**config.mk**
```make
export PLATFORM = sky130hd
export DESIGN_NAME = dma_out_chan
export DESIGN_NICKNAME = d
export VERILOG_FILES = /design/src/rtl/dma_out_pkg.sv /design/src/rtl/dma_out_cnt.sv /design/src/rtl/dma_out_seq.sv /design/src/rtl/dma_out_chan.sv
export SDC_FILE = /design/constraint.sdc
export NUM_CORES = 1
export LEC_CHECK = 0
export ABC_AREA = 1
export ABC_CLOCK_PERIOD_IN_PS = 2250
export BUFFER_PORTS_ARGS = -buffer_cell sky130_fd_sc_hd__buf_2
export CAP_MARGIN = 20
export CORE_MARGIN = 5
export CORE_UTILIZATION = 26
export DETAILED_ROUTE_END_ITERATION = 10
export SETUP_SLACK_MARGIN = 0.3
export SYNTH_ARGS = -nofsm -noshare
export SYNTH_HDL_FRONTEND = slang
export SYNTH_SLANG_ARGS = --single-unit
```
**constraint.sdc**
```tcl
create_clock -name clk -period 2.25 [get_ports clk]
set_clock_uncertainty 0.1 [all_clocks]
set_input_delay 0.675 -clock clk [delete_from_list [all_inputs] [get_ports clk]]
set_output_delay 0.675 -clock clk [all_outputs]
set_load 0.01 [all_outputs]
```
**src/rtl/dma_out_pkg.sv**
```systemverilog
package dma_out_pkg;

    typedef enum logic [2:0] {
        CH_IDLE,
        CH_WAIT,
        CH_MOVE,
        CH_TRUNC,
        CH_DONE
    } ch_state_e;

    typedef struct packed {
        logic eob;
        logic eot;
    } end_cause_t;

    // Why (if at all) the transfer stops after the byte now being accepted.
    function automatic end_cause_t byte_end_cause(
        input logic last_of_pkt,
        input logic last_of_buf,
        input logic short_pkt,
        input logic eot_en
    );
        end_cause_t c;
        c.eob = last_of_buf;
        c.eot = last_of_pkt && short_pkt && eot_en;
        return c;
    endfunction

endpackage

```
**src/rtl/dma_out_cnt.sv**
```systemverilog
module dma_out_cnt #(
    parameter int AW = 32,
    parameter int CW = 16,
    parameter int LW = 11
) (
    input  logic          clk,
    input  logic          rst,
    input  logic          load,
    input  logic [AW-1:0] load_addr,
    input  logic [CW-1:0] load_size,
    input  logic          pkt_load,
    input  logic [LW-1:0] pkt_len,
    input  logic          step,
    output logic [AW-1:0] addr,
    output logic [CW-1:0] remain,
    output logic [LW-1:0] pkt_left
);
    localparam logic [AW-1:0] ADDR_INC = AW'(1);
    localparam logic [CW-1:0] CNT_DEC  = CW'(1);
    localparam logic [LW-1:0] PKT_DEC  = LW'(1);

    always_ff @(posedge clk) begin
        if (rst) begin
            addr     <= '0;
            remain   <= '0;
            pkt_left <= '0;
        end else begin
            if (load) begin
                addr   <= load_addr;
                remain <= load_size;
            end else if (step) begin
                addr   <= addr + ADDR_INC;
                remain <= remain - CNT_DEC;
            end
            if (pkt_load)
                pkt_left <= pkt_len;
            else if (step)
                pkt_left <= pkt_left - PKT_DEC;
        end
    end


    no_underflow_chk: assert property (@(posedge clk) disable iff (rst)
        step |-> (remain != '0));

endmodule

```
**src/rtl/dma_out_seq.sv**
```systemverilog
module dma_out_seq
    import dma_out_pkg::*;
#(
    parameter int CW = 16,
    parameter int LW = 11
) (
    input  logic          clk,
    input  logic          rst,
    input  logic          cfg_run,
    input  logic          cfg_eob_irq_en,
    input  logic          cfg_eot_en,
    input  logic          cfg_eot_irq_en,
    input  logic          cfg_trunc_en,
    input  logic          ep_avail,
    input  logic [LW-1:0] ep_len,
    input  logic          ep_short,
    input  logic          mem_ready,
    input  logic [CW-1:0] remain,
    input  logic [LW-1:0] pkt_left,
    output logic          load,
    output logic          pkt_load,
    output logic          step,
    output logic          ep_pop,
    output logic          ep_drop,
    output logic          mem_valid,
    output logic          busy,
    output logic          sts_eob,
    output logic          sts_eot,
    output logic          irq
);
    localparam logic [CW-1:0] LAST_BUF = CW'(1);
    localparam logic [LW-1:0] LAST_PKT = LW'(1);

    ch_state_e  state, nxt;
    logic       pkt_short_q;
    logic       set_eob, set_eot;
    end_cause_t cause;

    always_comb begin
        nxt       = state;
        load      = 1'b0;
        pkt_load  = 1'b0;
        step      = 1'b0;
        ep_drop   = 1'b0;
        mem_valid = 1'b0;
        set_eob   = 1'b0;
        set_eot   = 1'b0;
        cause     = byte_end_cause(pkt_left == LAST_PKT, remain == LAST_BUF,
                                   pkt_short_q, cfg_eot_en);
        case (state)
            CH_IDLE: if (cfg_run) begin
                load = 1'b1;
                nxt  = CH_WAIT;
            end
            CH_WAIT: begin
                if (remain == '0) begin
                    set_eob = 1'b1;
                    nxt     = CH_DONE;
                end else if (ep_avail) begin
                    if (ep_len == '0) begin
                        ep_drop = 1'b1;
                        if (cfg_eot_en) begin
                            set_eot = 1'b1;
                            nxt     = CH_DONE;
                        end
                    end else begin
                        pkt_load = 1'b1;
                        nxt      = CH_MOVE;
                    end
                end
            end
            CH_MOVE: begin
                mem_valid = 1'b1;
                if (mem_ready) begin
                    step = 1'b1;
                    if (cause.eob || cause.eot) begin
                        set_eob = cause.eob;
                        set_eot = cause.eot;
                        if (cause.eob && !cause.eot && pkt_left != LAST_PKT && cfg_trunc_en)
                            nxt = CH_TRUNC;
                        else
                            nxt = CH_DONE;
                    end else if (pkt_left == LAST_PKT) begin
                        nxt = CH_WAIT;
                    end
                end
            end
            CH_TRUNC: begin
                ep_drop = 1'b1;
                nxt     = CH_DONE;
            end
            CH_DONE: if (!cfg_run) nxt = CH_IDLE;
            default: nxt = CH_IDLE;
        endcase
    end

    assign ep_pop = step;
    assign busy   = (state == CH_WAIT) || (state == CH_MOVE) || (state == CH_TRUNC);
    assign irq    = (sts_eob && cfg_eob_irq_en) || (sts_eot && cfg_eot_irq_en);

    always_ff @(posedge clk) begin
        if (rst) begin
            state       <= CH_IDLE;
            pkt_short_q <= 1'b0;
            sts_eob     <= 1'b0;
            sts_eot     <= 1'b0;
        end else begin
            state <= nxt;
            if (pkt_load) pkt_short_q <= ep_short;
            if (load) begin
                sts_eob <= 1'b0;
                sts_eot <= 1'b0;
            end else begin
                if (set_eob) sts_eob <= 1'b1;
                if (set_eot) sts_eot <= 1'b1;
            end
        end
    end


    req_hold_chk: assert property (@(posedge clk) disable iff (rst)
        (mem_valid && !mem_ready) |=> mem_valid);


    idle_no_pop_chk: assert property (@(posedge clk) disable iff (rst)
        !busy |-> !ep_pop);


    drop_single_chk: assert property (@(posedge clk) disable iff (rst)
        (ep_drop && state == CH_TRUNC) |=> !ep_drop);


    irq_cause_chk: assert property (@(posedge clk) disable iff (rst)
        irq |-> (sts_eob || sts_eot));

endmodule

```
**src/rtl/dma_out_chan.sv**
```systemverilog
module dma_out_chan #(
    parameter int AW = 32,
    parameter int CW = 16,
    parameter int LW = 11
) (
    input  logic          clk,
    input  logic          rst,
    input  logic [AW-1:0] cfg_addr,
    input  logic [CW-1:0] cfg_size,
    input  logic          cfg_run,
    input  logic          cfg_eob_irq_en,
    input  logic          cfg_eot_en,
    input  logic          cfg_eot_irq_en,
    input  logic          cfg_trunc_en,
    input  logic          ep_avail,
    input  logic [LW-1:0] ep_len,
    input  logic          ep_short,
    input  logic [7:0]    ep_data,
    output logic          ep_pop,
    output logic          ep_drop,
    output logic [AW-1:0] mem_addr,
    output logic [7:0]    mem_data,
    output logic          mem_valid,
    input  logic          mem_ready,
    output logic [CW-1:0] remain,
    output logic          busy,
    output logic          sts_eob,
    output logic          sts_eot,
    output logic          irq
);
    logic          load, pkt_load, step;
    logic [LW-1:0] pkt_left;

    dma_out_cnt #(.AW(AW), .CW(CW), .LW(LW)) u_cnt (
        .clk       (clk),
        .rst       (rst),
        .load      (load),
        .load_addr (cfg_addr),
        .load_size (cfg_size),
        .pkt_load  (pkt_load),
        .pkt_len   (ep_len),
        .step      (step),
        .addr      (mem_addr),
        .remain    (remain),
        .pkt_left  (pkt_left)
    );

    dma_out_seq #(.CW(CW), .LW(LW)) u_seq (
        .clk            (clk),
        .rst            (rst),
        .cfg_run        (cfg_run),
        .cfg_eob_irq_en (cfg_eob_irq_en),
        .cfg_eot_en     (cfg_eot_en),
        .cfg_eot_irq_en (cfg_eot_irq_en),
        .cfg_trunc_en   (cfg_trunc_en),
        .ep_avail       (ep_avail),
        .ep_len         (ep_len),
        .ep_short       (ep_short),
        .mem_ready      (mem_ready),
        .remain         (remain),
        .pkt_left       (pkt_left),
        .load           (load),
        .pkt_load       (pkt_load),
        .step           (step),
        .ep_pop         (ep_pop),
        .ep_drop        (ep_drop),
        .mem_valid      (mem_valid),
        .busy           (busy),
        .sts_eob        (sts_eob),
        .sts_eot        (sts_eot),
        .irq            (irq)
    );

    assign mem_data = ep_data;


    addr_hold_chk: assert property (@(posedge clk) disable iff (rst)
        (mem_valid && !mem_ready) |=> $stable(mem_addr));


    addr_step_chk: assert property (@(posedge clk) disable iff (rst)
        (mem_valid && mem_ready) |=> (mem_addr == $past(mem_addr) + AW'(1)));

endmodule

```
==> results_tabular.tex <==
\begin{tabular}{lr}
\hline
Metric & Value \\
\hline
\multicolumn{2}{l}{\textbf{Setup path}} \\
\quad Type of origin of the critical path & input pin \\
\quad Critical Path RT & 1.47 ns \\
\quad Class of the most critical setup path & in2out \\
\quad Largest fanout of any net on the critical path & 2 \\
\quad CP Capture Type & output port \\
\quad Arrival time at the worst endpoint & 1.42 ns \\
\multicolumn{2}{l}{\textbf{Power and ir drop}} \\
\quad Cell internal pwr & 4670 uW \\
\quad Clk network pwr share & 16.4\% \\
\quad Share of total power in combinational logic & 59.6\% \\
\quad Areal power density over the cells & 1314 mW/mm\^{}2 \\
\quad Net load switching power & 4044 uW \\
\quad Peak ir drop on the vdd network & 0.6049 mV \\
\quad Flop pwr share & 24.0\% \\
\quad Net Sw Frac & 46.41\% \\
\quad Leakage power of the design & 0.002955 uW \\
\multicolumn{2}{l}{\textbf{Timing}} \\
\quad Max frequency & 455.7 MHz \\
\quad Count of endpoints failing setup in the final report & 0 \\
\quad Post-route setup slack & 0.05553 ns \\
\quad Time the worst path needs with I/O delays and setup & 2.194 ns \\
\quad Final setup TNS & 0 ns \\
\quad Total count of max-transition violations in the final report & 0 \\
\quad Final cycle utilization of the critical path & 97.53\% \\
\quad Headroom to the max-slew limit & 68.85\% \\
\quad Setup repair after global routing missed its margin & yes \\
\quad Final hold violation count & 0 \\
\quad Transition time at the pin with the least slew margin & 0.4655 ns \\
\multicolumn{2}{l}{\textbf{Logic synthesis}} \\
\quad Synth Warn \# & 0 \\
\quad Area fraction of the dominant cell type after synthesis & 26.85\% \\
\quad Mean instance size in the synthesized netlist & 6.295 sq um \\
\quad Most frequently used flop master after synthesis & dfxtp\_1 \\
\quad Post-synth EDFFs & 0 \\
\quad Synthesized Nets & 853 \\
\quad Top cells by count, synth & 174 x nand2\_1, 105 x nor2\_1, 83 x inv\_1 \\
\quad Sequential share of the synthesized area & 26.85\% \\
\quad Gate count after technology mapping & 770 \\
\quad Leading post-synthesis cells by cell area & dfxtp\_1 27\%, nand2\_1 13\%, nor2\_1 8.1\% \\
\quad Distinct cells, synth & 53 \\
\quad Flop and latch count out of synthesis & 65 \\
\quad Netlist Area Pre-Place & 0.004847 sq mm \\
\quad Cell with the most instances after synthesis & nand2\_1 \\
\quad Share of synthesized registers carrying an async set or reset & 0\% \\
\quad Leading area contributor after synthesis & dfxtp\_1 \\
\multicolumn{2}{l}{\textbf{Routing}} \\
\quad Highest Signal Layer & met4 \\
\quad Final antenna-violating net count & 0 \\
\quad M1 WL & 8418 um \\
\quad Initial DRC Count & 473 \\
\quad Routed wire length per instance & 15.32 um \\
\quad Via/cell ratio & 4.791 \\
\quad Routed wl met3 & 993 um \\
\quad Routed wl met2 & 8165 um \\
\quad Total routed wirelength & 17,810 um \\
\quad DRC violation count after routing & 0 \\
\quad First-pass DRT Iterations & 6 \\
\quad Routed vias & 5,572 \\
\multicolumn{2}{l}{\textbf{Placed design}} \\
\quad Placed Instances & 1,110 \\
\quad Port-buffer cells & 123 \\
\quad Dpl ws & 0.007996 ns \\
\quad Half-perimeter wire length after detailed placement & 13,150 um \\
\quad Routability cong. & 0.9316 \\
\multicolumn{2}{l}{\textbf{Die}} \\
\quad Die X & 146.5 um \\
\quad Area enclosed by the die boundary & 0.02147 sq mm \\
\quad Core Rows & 50 \\
\quad Area inside the core boundary & 0.01852 sq mm \\
\quad Die height & 146.5 um \\
\quad Starting utilization of the core area & 26.18\% \\
\quad Top-level I/O count & 140 \\
\multicolumn{2}{l}{\textbf{Layout}} \\
\quad Final antenna diode count & 0 \\
\quad Fill cell instance count of the final layout & 2,002 \\
\quad Post-layout instance count excluding filler cells & 1,163 \\
\quad Layout Nets & 1,008 \\
\quad FF+latch area & 0.001326 sq mm \\
\quad Total area of multi-input combinational cells & 0.003178 sq mm \\
\quad Share of post-route cells with drive strength above 1 & 33.05\% \\
\quad Layout Utilization & 35.81\% \\
\quad Synthesis-to-layout area growth & 36.81\% \\
\multicolumn{2}{l}{\textbf{Run}} \\
\quad \# Max-Cap Violations & 0 \\
\multicolumn{2}{l}{\textbf{GRT}} \\
\quad Pin count of the biggest net entering global routing & 42 \\
\quad Global route total overflow & 0 \\
\quad Initial antenna violation count & 0 \\
\quad Global-route wire length before repair & 27,650 um \\
\quad Number of global-route vias before repair & 5,349 \\
\quad Total Routing Usage GR & 15.83\% \\
\multicolumn{2}{l}{\textbf{CTS}} \\
\quad Max Root-Sink Buffers & 2 \\
\quad Clk Latency, worst-skew pair & 0.33 ns \\
\quad CTS clk-pin slew, worst paths & 0.06 ns \\
\quad Count of clock tree sinks & 65 \\
\quad Number of buffers inserted by hold repair at cts & 0 \\
\quad TritonCTS clock tree & built \\
\quad Total number of H-tree levels & 3 \\
\quad Clock tree root buffer cell & clkbuf\_16 \\
\quad Inserted Clock Buffers & 9 \\
\multicolumn{2}{l}{\textbf{Min path}} \\
\quad Min-delay worst type & reg2reg \\
\multicolumn{2}{l}{\textbf{Status}} \\
\quad Status & complete, no violations \\
\hline
\end{tabular}
## cell usage in the layout, fill, tap and decap left out, types with 4 or more instances in the layout
master | Yosys | layout
nor2_2 | 13 | 12
nand3_2 | 1 | 4
or2_2 | 4 | 4
o211ai_1 | 10 | 10
a21oi_1 | 35 | 34
inv_1 | 83 | 80
nand2_4 | 3 | 5
inv_2 | 9 | 10
nand2_2 | 12 | 16
nand3_1 | 67 | 63
nand2_1 | 174 | 168
o21ai_0 | 38 | 35
nor3_2 | 3 | 4
dfxtp_1 | 65 | 49
a211oi_1 | 5 | 5
dfxtp_2 | 0 | 14
buf_4 | 15 | 48
nand4_1 | 13 | 13
buf_6 | 4 | 15
nor2_4 | 9 | 22
nand3b_1 | 4 | 4
nor2_1 | 105 | 93
buf_12 | 0 | 4
buf_2 | 11 | 115
clkbuf_16 | 0 | 9
nor3_1 | 23 | 20
a31oi_1 | 5 | 5
xor2_1 | 10 | 10
## cell type report
cell class	instances	area share, %
well taps	234	4.415
repair buffers	182	17.87
clock buffers	12	3.868
clock inverters	3	0.6038
inverters	92	5.321
flip-flops and latches	65	20.00
multi-input cells	575	47.92
## power by group through the flow
stage               Combinational (uW)  Clock [uW]  Sequential [uW]
floorplan                         2610           0             2080
global placement                  3910           0             2030
detailed placement                3930           0             2040
CTS                               4540        1460             2050
global route                      5730        1500             2150
finish                            5190        1430             2090
## timing repair
action | CTS | global route
resized for setup | 27 | 61
cloned | 0 | 0
endpoints found under the setup margin | 3 | 27
pin swaps | 23 | 17
setup buffers | 33 | 5
## flip-flops by register name, indices dropped and copies added (netlist names)
| signal | cells |
|---|---|
| u_seq.sts_eob | 1 |
| u_cnt.remain | 16 |
| u_cnt.pkt_left | 11 |
| u_cnt.addr | 32 |
| u_seq.state | 3 |
| u_seq.pkt_short_q | 1 |
| u_seq.sts_eot | 1 |
## cells by family (layout without fill, tap and decap cells)
logic type | count (synthesis) | count (layout) | synth area share, %
DFF | 65 | 65 | 26.85
adders and majority gates | 6 | 6 | 1.549
AOI/OAI and AO/OA | 115 | 115 | 14.07
and+or+nand+nor | 442 | 442 | 43.24
buffers and inverters | 130 | 289 | 12.13
xor gates and xnor gates | 12 | 12 | 2.168
## per-stage QoR
stage | hold WS (ns) | instance area [sq um] | power (uW)
2_1_floorplan | 0.3791 | 4872 | 4685
3_3_place_gp | 0.3829 | 5746 | 5935
3_5_place_dp | 0.3901 | 5746 | 5967
4_1_cts | 0.3965 | 6382 | 8044
5_1_grt | 0.4152 | 6631 | 9386
6_report | 0.4021 | 6631 | 8714
## worst max-delay path, cell delays in order
cell and delay, ns:
buf_6 0.10, nor2_4 0.10, nand3_2 0.11, nor2_4 0.13, nand4_1 0.12, nand2_1 0.07, buf_2 0.12
## layer usage
metal	vias to the layer above	GRT usage [%]
met2	180	25.24
li1	2814	-
met4	0	4.280
met3	19	3.445
met5	-	0
met1	2559	21.66
## final timing paths
check                           slack (ns)        startpoint  depth (start not counted)                to
worst min register to register        0.40     u_seq.sts_eot                          1     u_seq.sts_eot
worst max-delay path                  0.06         ep_len[4]                          7           ep_drop
worst min-delay path                  0.40     u_seq.sts_eot                          1     u_seq.sts_eot
worst max register to register        0.16  u_cnt.remain[12]                         15  u_cnt.remain[14]
No activity file was read; power rests on OpenSTA's default activity.
